File: config.mk
export PLATFORM = sky130hd
export DESIGN_NAME = sync_capture_ctrl
export DESIGN_NICKNAME = d
export VERILOG_FILES = /design/src/rtl/sync_capture_pkg.sv /design/src/rtl/sync_hunter.sv /design/src/rtl/byte_assembler.sv /design/src/rtl/byte_handoff.sv /design/src/rtl/sync_capture_ctrl.sv
export SDC_FILE = /design/constraint.sdc
export NUM_CORES = 1
export LEC_CHECK = 0
export BUFFER_PORTS_ARGS = -buffer_cell sky130_fd_sc_hd__buf_2
export CAP_MARGIN = 0
export CELL_PAD_IN_SITES_DETAIL_PLACEMENT = 0
export CELL_PAD_IN_SITES_GLOBAL_PLACEMENT = 1
export CORE_UTILIZATION = 45
export CTS_BUF_LIST = sky130_fd_sc_hd__clkbuf_8
export DETAILED_ROUTE_END_ITERATION = 6
export PLACE_DENSITY_LB_ADDON = 0.1
export SLEW_MARGIN = 20
export SYNTH_ARGS = -nofsm -noshare
export SYNTH_HDL_FRONTEND = slang
export SYNTH_SLANG_ARGS = --single-unit
export TNS_END_PERCENT = 100
File: constraint.sdc
create_clock -name clk -period 2.4 [get_ports clk]
set_input_delay 0.48 -clock clk [delete_from_list [all_inputs] [get_ports clk]]
set_output_delay 0.48 -clock clk [all_outputs]
set_load 0.03 [all_outputs]
File: src/rtl/sync_capture_pkg.sv
package sync_capture_pkg;
  typedef enum logic [1:0] {
    CAP_IDLE = 2'd0,
    CAP_HUNT = 2'd1,
    CAP_TAKE = 2'd2
  } cap_mode_e;
endpackage

File: src/rtl/sync_hunter.sv
module sync_hunter #(
  parameter int CHAR_W = 8
) (
  input  logic              clk,
  input  logic              rst_n,
  input  logic              clear,
  input  logic              enable,
  input  logic              bit_stb,
  input  logic              bit_in,
  input  logic [CHAR_W-1:0] sync_char,
  output logic              match
);
  localparam int FILL_W = $clog2(CHAR_W + 1);

  // newest bit enters at the top, so the oldest of the window sits at bit 0
  function automatic logic [CHAR_W-1:0] push_window(input logic [CHAR_W-1:0] cur,
                                                    input logic b);
    return {b, cur[CHAR_W-1:1]};
  endfunction

  logic [CHAR_W-1:0] window_q;
  logic [CHAR_W-1:0] window_n;
  logic [FILL_W-1:0] fill_q;
  logic              full_after;

  assign window_n   = push_window(window_q, bit_in);
  assign full_after = (fill_q >= FILL_W'(CHAR_W - 1));
  assign match      = enable && bit_stb && full_after && (window_n == sync_char);

  always_ff @(posedge clk or negedge rst_n) begin
    if (!rst_n) begin
      window_q <= '0;
      fill_q   <= '0;
    end else if (clear) begin
      window_q <= '0;
      fill_q   <= '0;
    end else if (enable && bit_stb) begin
      window_q <= window_n;
      if (fill_q != FILL_W'(CHAR_W)) fill_q <= fill_q + 1'b1;
    end
  end
endmodule

File: src/rtl/byte_assembler.sv
module byte_assembler #(
  parameter int CHAR_W = 8
) (
  input  logic              clk,
  input  logic              rst_n,
  input  logic              restart,
  input  logic              enable,
  input  logic              bit_stb,
  input  logic              bit_in,
  output logic              done,
  output logic [CHAR_W-1:0] word
);
  localparam int CNT_W = (CHAR_W > 1) ? $clog2(CHAR_W) : 1;

  // after CHAR_W pushes, the first pushed bit has moved down to bit 0
  function automatic logic [CHAR_W-1:0] push_lsb_first(input logic [CHAR_W-1:0] cur,
                                                       input logic b);
    return {b, cur[CHAR_W-1:1]};
  endfunction

  logic [CNT_W-1:0]  cnt_q;
  logic [CHAR_W-1:0] acc_q;

  assign word = push_lsb_first(acc_q, bit_in);
  assign done = enable && bit_stb && (cnt_q == CNT_W'(CHAR_W - 1));

  always_ff @(posedge clk or negedge rst_n) begin
    if (!rst_n) begin
      cnt_q <= '0;
      acc_q <= '0;
    end else if (restart) begin
      cnt_q <= '0;
      acc_q <= '0;
    end else if (enable && bit_stb) begin
      acc_q <= word;
      cnt_q <= done ? '0 : cnt_q + 1'b1;
    end
  end
endmodule

File: src/rtl/byte_handoff.sv
module byte_handoff #(
  parameter int CHAR_W = 8
) (
  input  logic              clk,
  input  logic              rst_n,
  input  logic              clear,
  input  logic              done,
  input  logic [CHAR_W-1:0] word,
  input  logic              ack,
  output logic [CHAR_W-1:0] data,
  output logic              rdy,
  output logic              ovr
);
  always_ff @(posedge clk or negedge rst_n) begin
    if (!rst_n) begin
      data <= '0;
      rdy  <= 1'b0;
      ovr  <= 1'b0;
    end else if (clear) begin
      rdy <= 1'b0;
      ovr <= 1'b0;
    end else if (done) begin
      data <= word;
      rdy  <= 1'b1;
      if (rdy && !ack) ovr <= 1'b1;
    end else if (ack) begin
      rdy <= 1'b0;
    end
  end
endmodule

File: src/rtl/sync_capture_ctrl.sv
module sync_capture_ctrl #(
  parameter int CHAR_W = 8
) (
  input  logic              clk,
  input  logic              rst_n,
  input  logic              bit_in,
  input  logic              bit_stb,
  input  logic              start_cmd,
  input  logic              stop_cmd,
  input  logic [CHAR_W-1:0] sync_char,
  input  logic              byte_ack,
  output logic              force_idle,
  output logic [CHAR_W-1:0] byte_data,
  output logic              byte_rdy,
  output logic              overrun,
  output logic              hunting,
  output logic              capturing
);
  import sync_capture_pkg::*;

  cap_mode_e         mode_q;
  logic              cmd_quiet;
  logic              hunt_en;
  logic              take_en;
  logic              hunt_match;
  logic              byte_done;
  logic              restart_asm;
  logic              start_only;
  logic [CHAR_W-1:0] asm_word;

  assign cmd_quiet   = !start_cmd && !stop_cmd;
  assign hunt_en     = (mode_q == CAP_HUNT) && cmd_quiet;
  assign take_en     = (mode_q == CAP_TAKE) && cmd_quiet;
  assign start_only  = start_cmd && !stop_cmd;
  assign restart_asm = hunt_match || start_cmd || stop_cmd;

  always_ff @(posedge clk or negedge rst_n) begin
    if (!rst_n)          mode_q <= CAP_IDLE;
    else if (stop_cmd)   mode_q <= CAP_IDLE;
    else if (start_cmd)  mode_q <= CAP_HUNT;
    else if (hunt_match) mode_q <= CAP_TAKE;
  end

  assign force_idle = (mode_q == CAP_HUNT);
  assign hunting    = (mode_q == CAP_HUNT);
  assign capturing  = (mode_q == CAP_TAKE);

  sync_hunter #(.CHAR_W(CHAR_W)) u_hunter (
    .clk       (clk),
    .rst_n     (rst_n),
    .clear     (start_cmd),
    .enable    (hunt_en),
    .bit_stb   (bit_stb),
    .bit_in    (bit_in),
    .sync_char (sync_char),
    .match     (hunt_match)
  );

  byte_assembler #(.CHAR_W(CHAR_W)) u_asm (
    .clk     (clk),
    .rst_n   (rst_n),
    .restart (restart_asm),
    .enable  (take_en),
    .bit_stb (bit_stb),
    .bit_in  (bit_in),
    .done    (byte_done),
    .word    (asm_word)
  );

  byte_handoff #(.CHAR_W(CHAR_W)) u_handoff (
    .clk   (clk),
    .rst_n (rst_n),
    .clear (start_only),
    .done  (byte_done),
    .word  (asm_word),
    .ack   (byte_ack),
    .data  (byte_data),
    .rdy   (byte_rdy),
    .ovr   (overrun)
  );
endmodule

==> results of run 1 <==
## worst max-delay path by stage
stage,endpoint,depth (start not counted),startpoint
2_1_floorplan,hunting,3,mode_q[1]
6_report,hunting,3,mode_q[0]
3_3_place_gp,u_handoff.data[5],4,start_cmd
4_1_cts,hunting,3,mode_q[0]
3_5_place_dp,u_handoff.data[0],4,start_cmd
5_1_grt,force_idle,3,mode_q[0]
## kinds of logic after synthesis
kind of cell | Yosys count
mux | 17
fa+ha+maj | 4
xor+xnor | 11
buf+inv | 12
flops | 33
compound gates | 15
simple gates | 49
## Yosys cell counts, drive strengths merged
master | number | area, µm²
xnor2 | 6 | 52.55
inv | 3 | 11.26
and3 | 1 | 6.260
nand2b | 1 | 6.260
o21a | 1 | 7.510
mux2 | 8 | 90.09
or3 | 1 | 6.260
nand4 | 1 | 6.260
o21ai | 1 | 5.000
a21oi | 9 | 45.04
nand3 | 11 | 55.05
clkbuf | 4 | 15.01
ha | 4 | 50.05
o41ai | 1 | 8.760
nand4b | 1 | 8.760
mux2i | 9 | 90.09
nand2 | 12 | 47.55
a2111oi | 2 | 23.77
xor2 | 5 | 43.79
nor2b | 2 | 12.51
nand3b | 1 | 7.510
buf | 5 | 30.02
nor2 | 7 | 26.28
or4 | 1 | 7.510
dfrtp | 33 | 825.8
nor3b | 1 | 18.77
nor4 | 9 | 62.56
o22a | 1 | 8.760
## metal layers
| layer | GRT usage | up-vias | share of wire |
|---|---|---|---|
| met5 | 0 | - | 0 |
| met3 | 0.05252 | 2 | 0.033 |
| li1 | - | 553 | - |
| met2 | 0.3214 | 15 | 0.50 |
| met1 | 0.2459 | 566 | 0.46 |
| met4 | 0.06818 | 0 | 0.0080 |
## final cells by class
type | instances | area share
Clock buffer | 6 | 0.04409
Clock inverter | 2 | 0.01804
Inverter | 3 | 0.006012
Multi-Input combinational cell | 96 | 0.3721
Sequential cell | 33 | 0.4409
Tap cell | 46 | 0.03073
Timing Repair Buffer | 31 | 0.08818
## per-stage QoR
stage / instances / setup WS, ns / instance area, µm²
CTS: 217 / 0.3568 / 1873
global route: 217 / 0.2684 / 1873
detailed placement: 209 / 0.3173 / 1757
global placement: 209 / 0.3900 / 1757
floorplan: 141 / 0.5790 / 1579
finish: 217 / 0.3660 / 1873
## power by group
part           switching (µW)  internal [µW]  leakage, µW
logic                    46.4           22.2     0.000432
registers                1.44            558     0.000460
clock network             193            334    0.0000626
total                     241            914     0.000954
## registers in the layout (all words and copies together), names as in the netlist
| name | flops |
|---|---|
| u_handoff.data | 8 |
| u_asm.acc_q | 7 |
| u_hunter.window_q | 7 |
| u_hunter.fill_q | 4 |
| u_asm.cnt_q | 3 |
| mode_q | 2 |
| u_handoff.ovr | 1 |
| u_handoff.rdy | 1 |
==> flow_metrics.tcl, run 1 <==
set metrics [dict create \
    outcome "finished, final reports clean" \
    reg2reg_slack_ns 0.54 \
    grt_setup_unrepaired "false" \
    cts.sinks 33 \
    seq_area_um2 825.8 \
    synthAdderAreaFrac 0.03170 \
    ios 28 \
    mostFrequentLayoutCells "dfrtp_1, buf_2, nand3_1, nand2_1" \
    overflow 0 \
    synth_cell_type_count 32 \
    clk_latency_ns 0.28 \
    rr_worst_depth 6 \
    firstDrtPassIters 2 \
    yosys_warnings 0 \
    final_layout_size_suffix_gt1_frac 0.2924 \
    utilization 0.5613 \
    r2r-start "u_hunter.fill_q[1]" \
    clk_pin_slew_ns 0.07 \
    drtIter0Drc 50 \
    antenna_left 0 \
    finalPower_uw 1155 \
    cts-resized-gates 0 \
    start_kind "register" \
    track_usage 0.1943 \
    die_width_um 61.24 \
    ys_seq_elements 33 \
    criticalPathCategory "reg -> out" \
    final.setup.tns_ns 0 \
    postSynthCellCount 141 \
    ys_seq_area_frac 0.5230 \
    synth_xor_area_frac 0.06101 \
    leakage_uw 0.0009542 \
    drv_slew 0 \
    grt_pass1_vias 1102 \
    dp_hpwl_um 2159 \
    synthMuxAreaShare 0.1141 \
    htree_levels 2 \
    finalCritPeriodShare 0.8475 \
    min_period_ns 2.034 \
    fmax_ghz 0.4916 \
    worstPathArrival_ns 1.55 \
    finalNetCount 189 \
    viasPerCell 5.235 \
    cts_buffer_depth 2 \
    row_count 21 \
    synth_area_per_cell_um2 11.20 \
    ctsHoldBuffers 0 \
    power_density_mw_per_mm2 616.6 \
    cts_tree "built" \
    hold_viol_final 0 \
    multi_input_area_um2 696.9 \
    end_kind "output port" \
    synth_top_family_by_area "simple AND/OR/NAND/NOR gates" \
    cts_setup_buffers 0 \
    start_util 0.4732 \
    required_ns 1.92 \
    dr_total_vias 1136 \
    maxCapViolCount 0 \
    crit_slowest_cell "nor2b_1" \
    final_common_cell "dfrtp_1" \
    die-area_mm2 0.003750 \
    cpLargestDelayFamily "simple AND/OR/NAND/NOR gates" \
    nFillCells 314 \
    grt_pass1_wl_um 5112 \
    cp_num_buf_inv 2 \
    synth_nets 160 \
    synthSimpleGateAreaFrac 0.1719 \
    die_h_um 61.24 \
    critPathMaxFanout 8 \
    antenna_found_initial 0 \
    cts_root_buffer "clkbuf_8" \
    port_buffers 27 \
    drcViolationCount 0 \
    whs_ns 0.2480 \
    core-area_mm2 0.003337 \
    area_delta_synth_final_pct 18.62 \
    crit_chain "nor2b_1, buf_4, buf_2" \
    cts_buffers 5 \
    fin_worst_skew_ns 0.006617 \
    ir_drop_mv 0.4501 \
    tightest_slew_ns 0.7252 \
    grt_max_degree 34 \
    slew_headroom 0.5166 \
    diodes 0 \
    hold_class "in -> async" \
    place_congestion 0.7555 \
    setup_viol 0 \
    synthesis.area_mm2 0.001579 \
    wl_per_cell_um 14.32 \
    wirelength_um 3108 \
    max_stage_delay_ns 0.45 \
    synth_compound_area_frac 0.06260 \
    r2r_end "u_asm.acc_q[5]" \
]
No activity file was read; power rests on OpenSTA's default activity.
==> run 2, diff against run 1 <==
- CORE_UTILIZATION: 45 -> 41
- clock period: 2.4 -> 1.7 ns (I/O delays scaled with it)
==> run 2 against run 1 <==
Compared with the run above: the run now ends with negative hold slack, negative setup slack left; clock skew grew 0.0010 ns; via count grew 6.3%; non-clock buffer count grew 13; cell area grew 5.3%; register-to-register slack lost 0.58 ns; hold slack lost 0.25 ns; critical path depth grew 2; combinational power grew 78%; die area grew 9.4%; critical path type is now reg -> reg; critical endpoint is now u_asm.acc_q[5]; highest routed layer unchanged.
==> flow_metrics.tcl, run 2 (same netlist as run 1, synthesis figures left out) <==
set metrics [dict create \
    area_delta_synth_final_pct 24.96 \
    finalPower_uw 1458 \
    finalCritPeriodShare 1.023 \
    ir_drop_mv 0.4367 \
    multi_input_area_um2 715.7 \
    drcViolationCount 0 \
    violations "negative hold slack, negative setup slack" \
    dp_hpwl_um 2376 \
    utilization 0.5349 \
    pre_cts_ws_ns -0.02079 \
    crit_chain "xor2_1, or4_4, nor4_4, buf_4, nor4_1" \
    place_congestion 0.7895 \
    dr_total_vias 1208 \
    track_usage 0.1879 \
    reg_top3 "u_handoff.data x8, u_asm.acc_q x7, u_hunter.window_q x7" \
    hold_viol_final 14 \
    max_stage_delay_ns 0.55 \
    largest_reg_flops 8 \
    antenna_found_initial 0 \
    cts_buffer_depth 2 \
    leakage_uw 0.001021 \
    regMostFlops "u_handoff.data" \
    required_ns 1.85 \
    core-area_mm2 0.003689 \
    ctsHoldBuffers 0 \
    fmax_ghz 0.5750 \
    hold_class "in -> async" \
    outcome "finished with violations" \
    die-area_mm2 0.004104 \
    viasPerCell 5.207 \
    antenna_left 0 \
    diodes 0 \
    drtIter0Drc 85 \
    ios 28 \
    row_count 22 \
    drv_slew 0 \
    final_common_cell "dfrtp_1" \
    wl_per_cell_um 14.72 \
    crit_path_start "u_hunter.window_q[3]" \
    clk_pin_slew_ns 0.07 \
    postPlaceCellArea_mm2 0.001834 \
    slew_headroom 0.7021 \
    worstPathArrival_ns 1.89 \
    critPathMaxFanout 6 \
    nFillCells 351 \
    grt_pass1_wl_um 5623 \
    firstDrtPassIters 4 \
    mostFrequentLayoutCells "dfrtp_1, buf_2, buf_4" \
    cts.sinks 33 \
    final_layout_size_suffix_gt1_frac 0.3478 \
    end_kind "register" \
    start_util 0.4281 \
    criticalPathCategory "reg -> reg" \
    start_kind "register" \
    placed_cells 219 \
    timing.final.ws_setup_ns -0.03899 \
    crit_slowest_cell "or4_4" \
    rr_worst_depth 5 \
    die_h_um 64.06 \
    maxCapViolCount 0 \
    port_buffers 27 \
    htree_levels 2 \
    fin_worst_skew_ns 0.007652 \
    cts_root_buffer "clkbuf_8" \
    fin_area_mm2 0.001973 \
    wirelength_um 3414 \
    grt_max_degree 24 \
    finalNetCount 202 \
    tightest_slew_ns 0.4469 \
    grt_setup_unrepaired "true" \
    fin_cells 232 \
    grt_pass1_vias 1193 \
    min_period_ns 1.739 \
    die_width_um 64.06 \
    r2r-start "u_hunter.window_q[3]" \
    cts_buffers 5 \
    overflow 0 \
    cts_tree "built" \
    power_density_mw_per_mm2 739.1 \
    seq_area_um2 825.8 \
    clk_latency_ns 0.29 \
    setup_viol 11 \
    whs_ns -0.006425 \
]
[run 2: cell count changes in the layout (fill, tap and decap cells not counted), sizes merged]
| cell | before | now |
|---|---|---|
| buf | 31 | 42 |
| bufinv | 1 | 0 |
| clkbuf | 6 | 7 |
| inv | 4 | 6 |
[run 2: final timing paths]
| path | end | slack (ns) |
|---|---|---|
| max in group asynchronous | u_handoff.data[7] | 1.26 |
| max | u_asm.acc_q[5] | -0.04 |
| min reg2reg | u_handoff.data[1] | 0.50 |
| min in group clk | u_handoff.rdy | 0.37 |
| max reg2reg | u_asm.acc_q[5] | -0.04 |
| min | u_handoff.rdy | -0.006 |
[run 2: stage by stage]
step | hold slack [ns] | TNS [ns]
CTS | 0.005017 | -0.03082
global route | 0.01391 | -1.170
finish | -0.006425 | -0.3206
global placement | 0.2994 | -0.01774
detailed placement | 0.3134 | -0.07373
floorplan | 0.04441 | 0
[run 2: final cells by class]
type                            count  share of cell area
Timing Repair Buffer               44              0.1420
Multi-Input combinational cell     96              0.3627
Tap cell                           48             0.03044
Sequential cell                    33              0.4185
Clock buffer                        5             0.03488
Inverter                            3            0.005707
Clock inverter                      3            0.005707
[run 2: metal layers]
layer	GRT usage	up-vias	routed length (µm)
met5	0	-	0
met4	0.08239	0	56
met3	0.05357	8	132
met2	0.2926	25	1680
li1	-	584	-
met1	0.2422	591	1544
[run 2: power breakdown]
| part | internal [µW] | switching (µW) |
|---|---|---|
| combinational | 49.3 | 73.1 |
| sequential | 788 | 2.38 |
| clock | 272 | 273 |
[run 2: what timing repair did]
action | 4_1_cts | 5_1_grt
endpoints found under the setup margin | 9 | 14
pin swaps | 0 | 3
buffers inserted | 0 | 4
cloned | 1 | 0
resized for setup | 4 | 4
[run 2: worst max-delay path, delay by kind of cell, from the launching register on]
kind	cells	cell delay [ns]
flops	1	0.40
buf+inv	1	0.20
xor+xnor	1	0.15
simple gates	3	0.85
==> run 3, diff against run 2 <==
- ABC_AREA: unset -> 1
- CORE_UTILIZATION: 41 -> 38
==> run 3 against run 2 <==
Compared with the run above: the flow now finishes without violations; global-route usage fell by 2.9 points; sequential share of layout area rose by 1.6 points; fmax rose by 17%; utilization fell by 6.6 points; first-iteration DRC count rose by 19%; register-to-register slack improved by 0.26 ns; wire length fell by 7.5%; clock power rose by 2%; power rose by 2.1%; synthesized area rose by 2.6%; via count rose by 5.0%; final cell count rose by 21%; largest cell class unchanged; highest routed layer unchanged.
==> flow_metrics.tcl, run 3 <==
set metrics [dict create \
    worstPathArrival_ns 1.64 \
    ctsHoldBuffers 0 \
    finalCritPeriodShare 0.8721 \
    synth_edf_count 0 \
    grt_setup_unrepaired "false" \
    final_common_cell "nand2_1" \
    antenna_found_initial 0 \
    hold_viol_final 0 \
    cts-resized-gates 0 \
    postPlaceCellArea_mm2 0.001819 \
    track_usage 0.1585 \
    required_ns 1.86 \
    cts.sinks 33 \
    regMostFlops "u_handoff.data" \
    top_usage_layer "met2" \
    hold_class "in -> async" \
    clk_pin_slew_ns 0.07 \
    wl_per_cell_um 11.23 \
    crit_chain "inv_1, nor2_1, nand3_2, nor2_1, nand3_2, nand2_2, nor2_1" \
    final_layout_size_suffix_gt1_frac 0.2165 \
    grt_use_met3 0.05574 \
    reg_top3 "u_handoff.data x8, u_asm.acc_q x7, u_hunter.window_q x7" \
    end_kind "register" \
    start_util 0.3993 \
    postSynthCellCount 196 \
    cts_tree "built" \
    synth_nets 215 \
    tightest_slew_ns 0.4165 \
    ios 28 \
    synth.most_common_cell "nand2_1" \
    synth_ff_type "dfrtp_1" \
    ys_seq_area_frac 0.5097 \
    min_period_ns 1.483 \
    start_kind "register" \
    synth_cell_type_count 25 \
    drcViolationCount 0 \
    maxCapViolCount 0 \
    clk_latency_ns 0.28 \
    grt_pass1_vias 1124 \
    leakage_uw 0.0009560 \
    grtUsageMet2 0.2388 \
    yosys_warnings 0 \
    port_buffers 27 \
    ys_async_sr_fraction 1.000 \
    setup_viol 0 \
    fmax_ghz 0.6745 \
    viasPerCell 4.516 \
    criticalPathCategory "reg -> reg" \
    ir_drop_mv 0.4352 \
    slew_headroom 0.7223 \
    finalNetCount 249 \
    synthesis.area_mm2 0.001620 \
    final.setup.tns_ns 0 \
    synth_top_cell_area_share 0.5097 \
    ys_seq_elements 33 \
    grt_pass1_wl_um 5216 \
    cts_buffers 5 \
    fin_area_mm2 0.001902 \
    cts_setup_buffers 0 \
    core-area_mm2 0.004058 \
    drv_slew 0 \
    crit_slowest_cell "dfrtp_1" \
    synth_area_per_cell_um2 8.267 \
    die_h_um 67.30 \
    antenna_left 0 \
    htree_levels 2 \
    dp_hpwl_um 2378 \
    pre_cts_ws_ns 0.1850 \
    max_stage_delay_ns 0.38 \
    die_width_um 67.30 \
    synth.area.top_cells "dfrtp_1, nand2_1, inv_1, o21ai_0, nor2_1" \
    outcome "finished, final reports clean" \
    cts_root_buffer "clkbuf_8" \
    dr_total_vias 1269 \
    fin_worst_skew_ns 0.006644 \
    timing.final.ws_setup_ns 0.2174 \
    power_density_mw_per_mm2 783.2 \
    cpMostUsedCell "nor2_1" \
    place_congestion 0.8128 \
    firstDrtPassIters 4 \
    drtIter0Drc 101 \
    die-area_mm2 0.004529 \
    grt_util_met1 0.2128 \
    diodes 0 \
    cts_buffer_depth 2 \
    row_count 23 \
    wirelength_um 3157 \
    grt_max_degree 34 \
    area_delta_synth_final_pct 17.37 \
    synth_common_cells "nand2_1, inv_1, dfrtp_1, nor2_1, o21ai_0" \
    mostFrequentLayoutCells "nand2_1, inv_1, dfrtp_1" \
    largest_reg_flops 8 \
    synth_top_area_cell "dfrtp_1" \
    critPathMaxFanout 10 \
    overflow 0 \
]
-- run 3: layout make-up --
class | count | area (µm²)
clock inverter | 3 | 13.76
sequential | 33 | 825.8
tap | 50 | 62.56
inverter | 37 | 138.9
timing repair buffer | 31 | 165.2
multi-input combinational | 122 | 626.9
fill | 398 | 2156
clock buffer | 5 | 68.82
-- run 3: final timing paths --
kind | end | slack [ns] | cells past startpoint | start
max | u_asm.acc_q[7] | 0.22 | 7 | mode_q[0]
min | u_hunter.window_q[4] | 0.08 | 2 | rst_n
max reg2reg | u_asm.acc_q[7] | 0.22 | 7 | mode_q[0]
min reg2reg | u_handoff.data[0] | 0.47 | 2 | u_handoff.data[0]
max in group asynchronous | u_asm.acc_q[6] | 1.32 | 2 | rst_n
min in group clk | u_hunter.window_q[7] | 0.33 | 3 | bit_in
-- run 3: stage by stage --
stage | power, µW | std cells | hold WS, ns | util
2_1_floorplan | 889.0 | 196 | 0.04441 | -
3_3_place_gp | 946.6 | 273 | 0.3939 | 0.4484
3_5_place_dp | 951.0 | 273 | 0.3938 | 0.4484
4_1_cts | 1521 | 281 | 0.08505 | 0.4687
5_1_grt | 1570 | 281 | 0.1113 | 0.4687
6_report | 1490 | 281 | 0.07528 | 0.4687
-- run 3: routing by layer --
metal	vias up	wire length, µm	share of wire
met5	-	0	0
met4	0	10	0.0032
met3	2	150	0.048
met2	22	1393	0.44
met1	573	1603	0.51
li1	672	-	-
-- run 3: worst max-delay path, delay by kind of cell, from the launching register on --
kind | cells | cell delay, ns
buffers and inverters | 1 | 0.05
flip-flops | 1 | 0.38
AND/OR/NAND/NOR | 6 | 0.92
-- run 3: cells by family (layout without fill, tap and decap cells) --
group / count (synthesis) / after routing / share of synthesized area
flip-flops: 33 / 33 / 0.5097
adder cells (fa/ha/maj): 4 / 4 / 0.03089
AND/OR/NAND/NOR: 83 / 83 / 0.2270
XOR/XNOR: 5 / 5 / 0.02703
AO/OA/AOI/OAI: 30 / 30 / 0.1019
buffers and inverters: 41 / 76 / 0.1035
-- run 3: power breakdown --
part	total, µW	leakage [µW]	internal [µW]	switching, µW
clock	556	0.0000491	277	278
combinational	125	0.000449	43.6	81.3
sequential	809	0.000458	798	11.3
total	1490	0.000956	1120	371
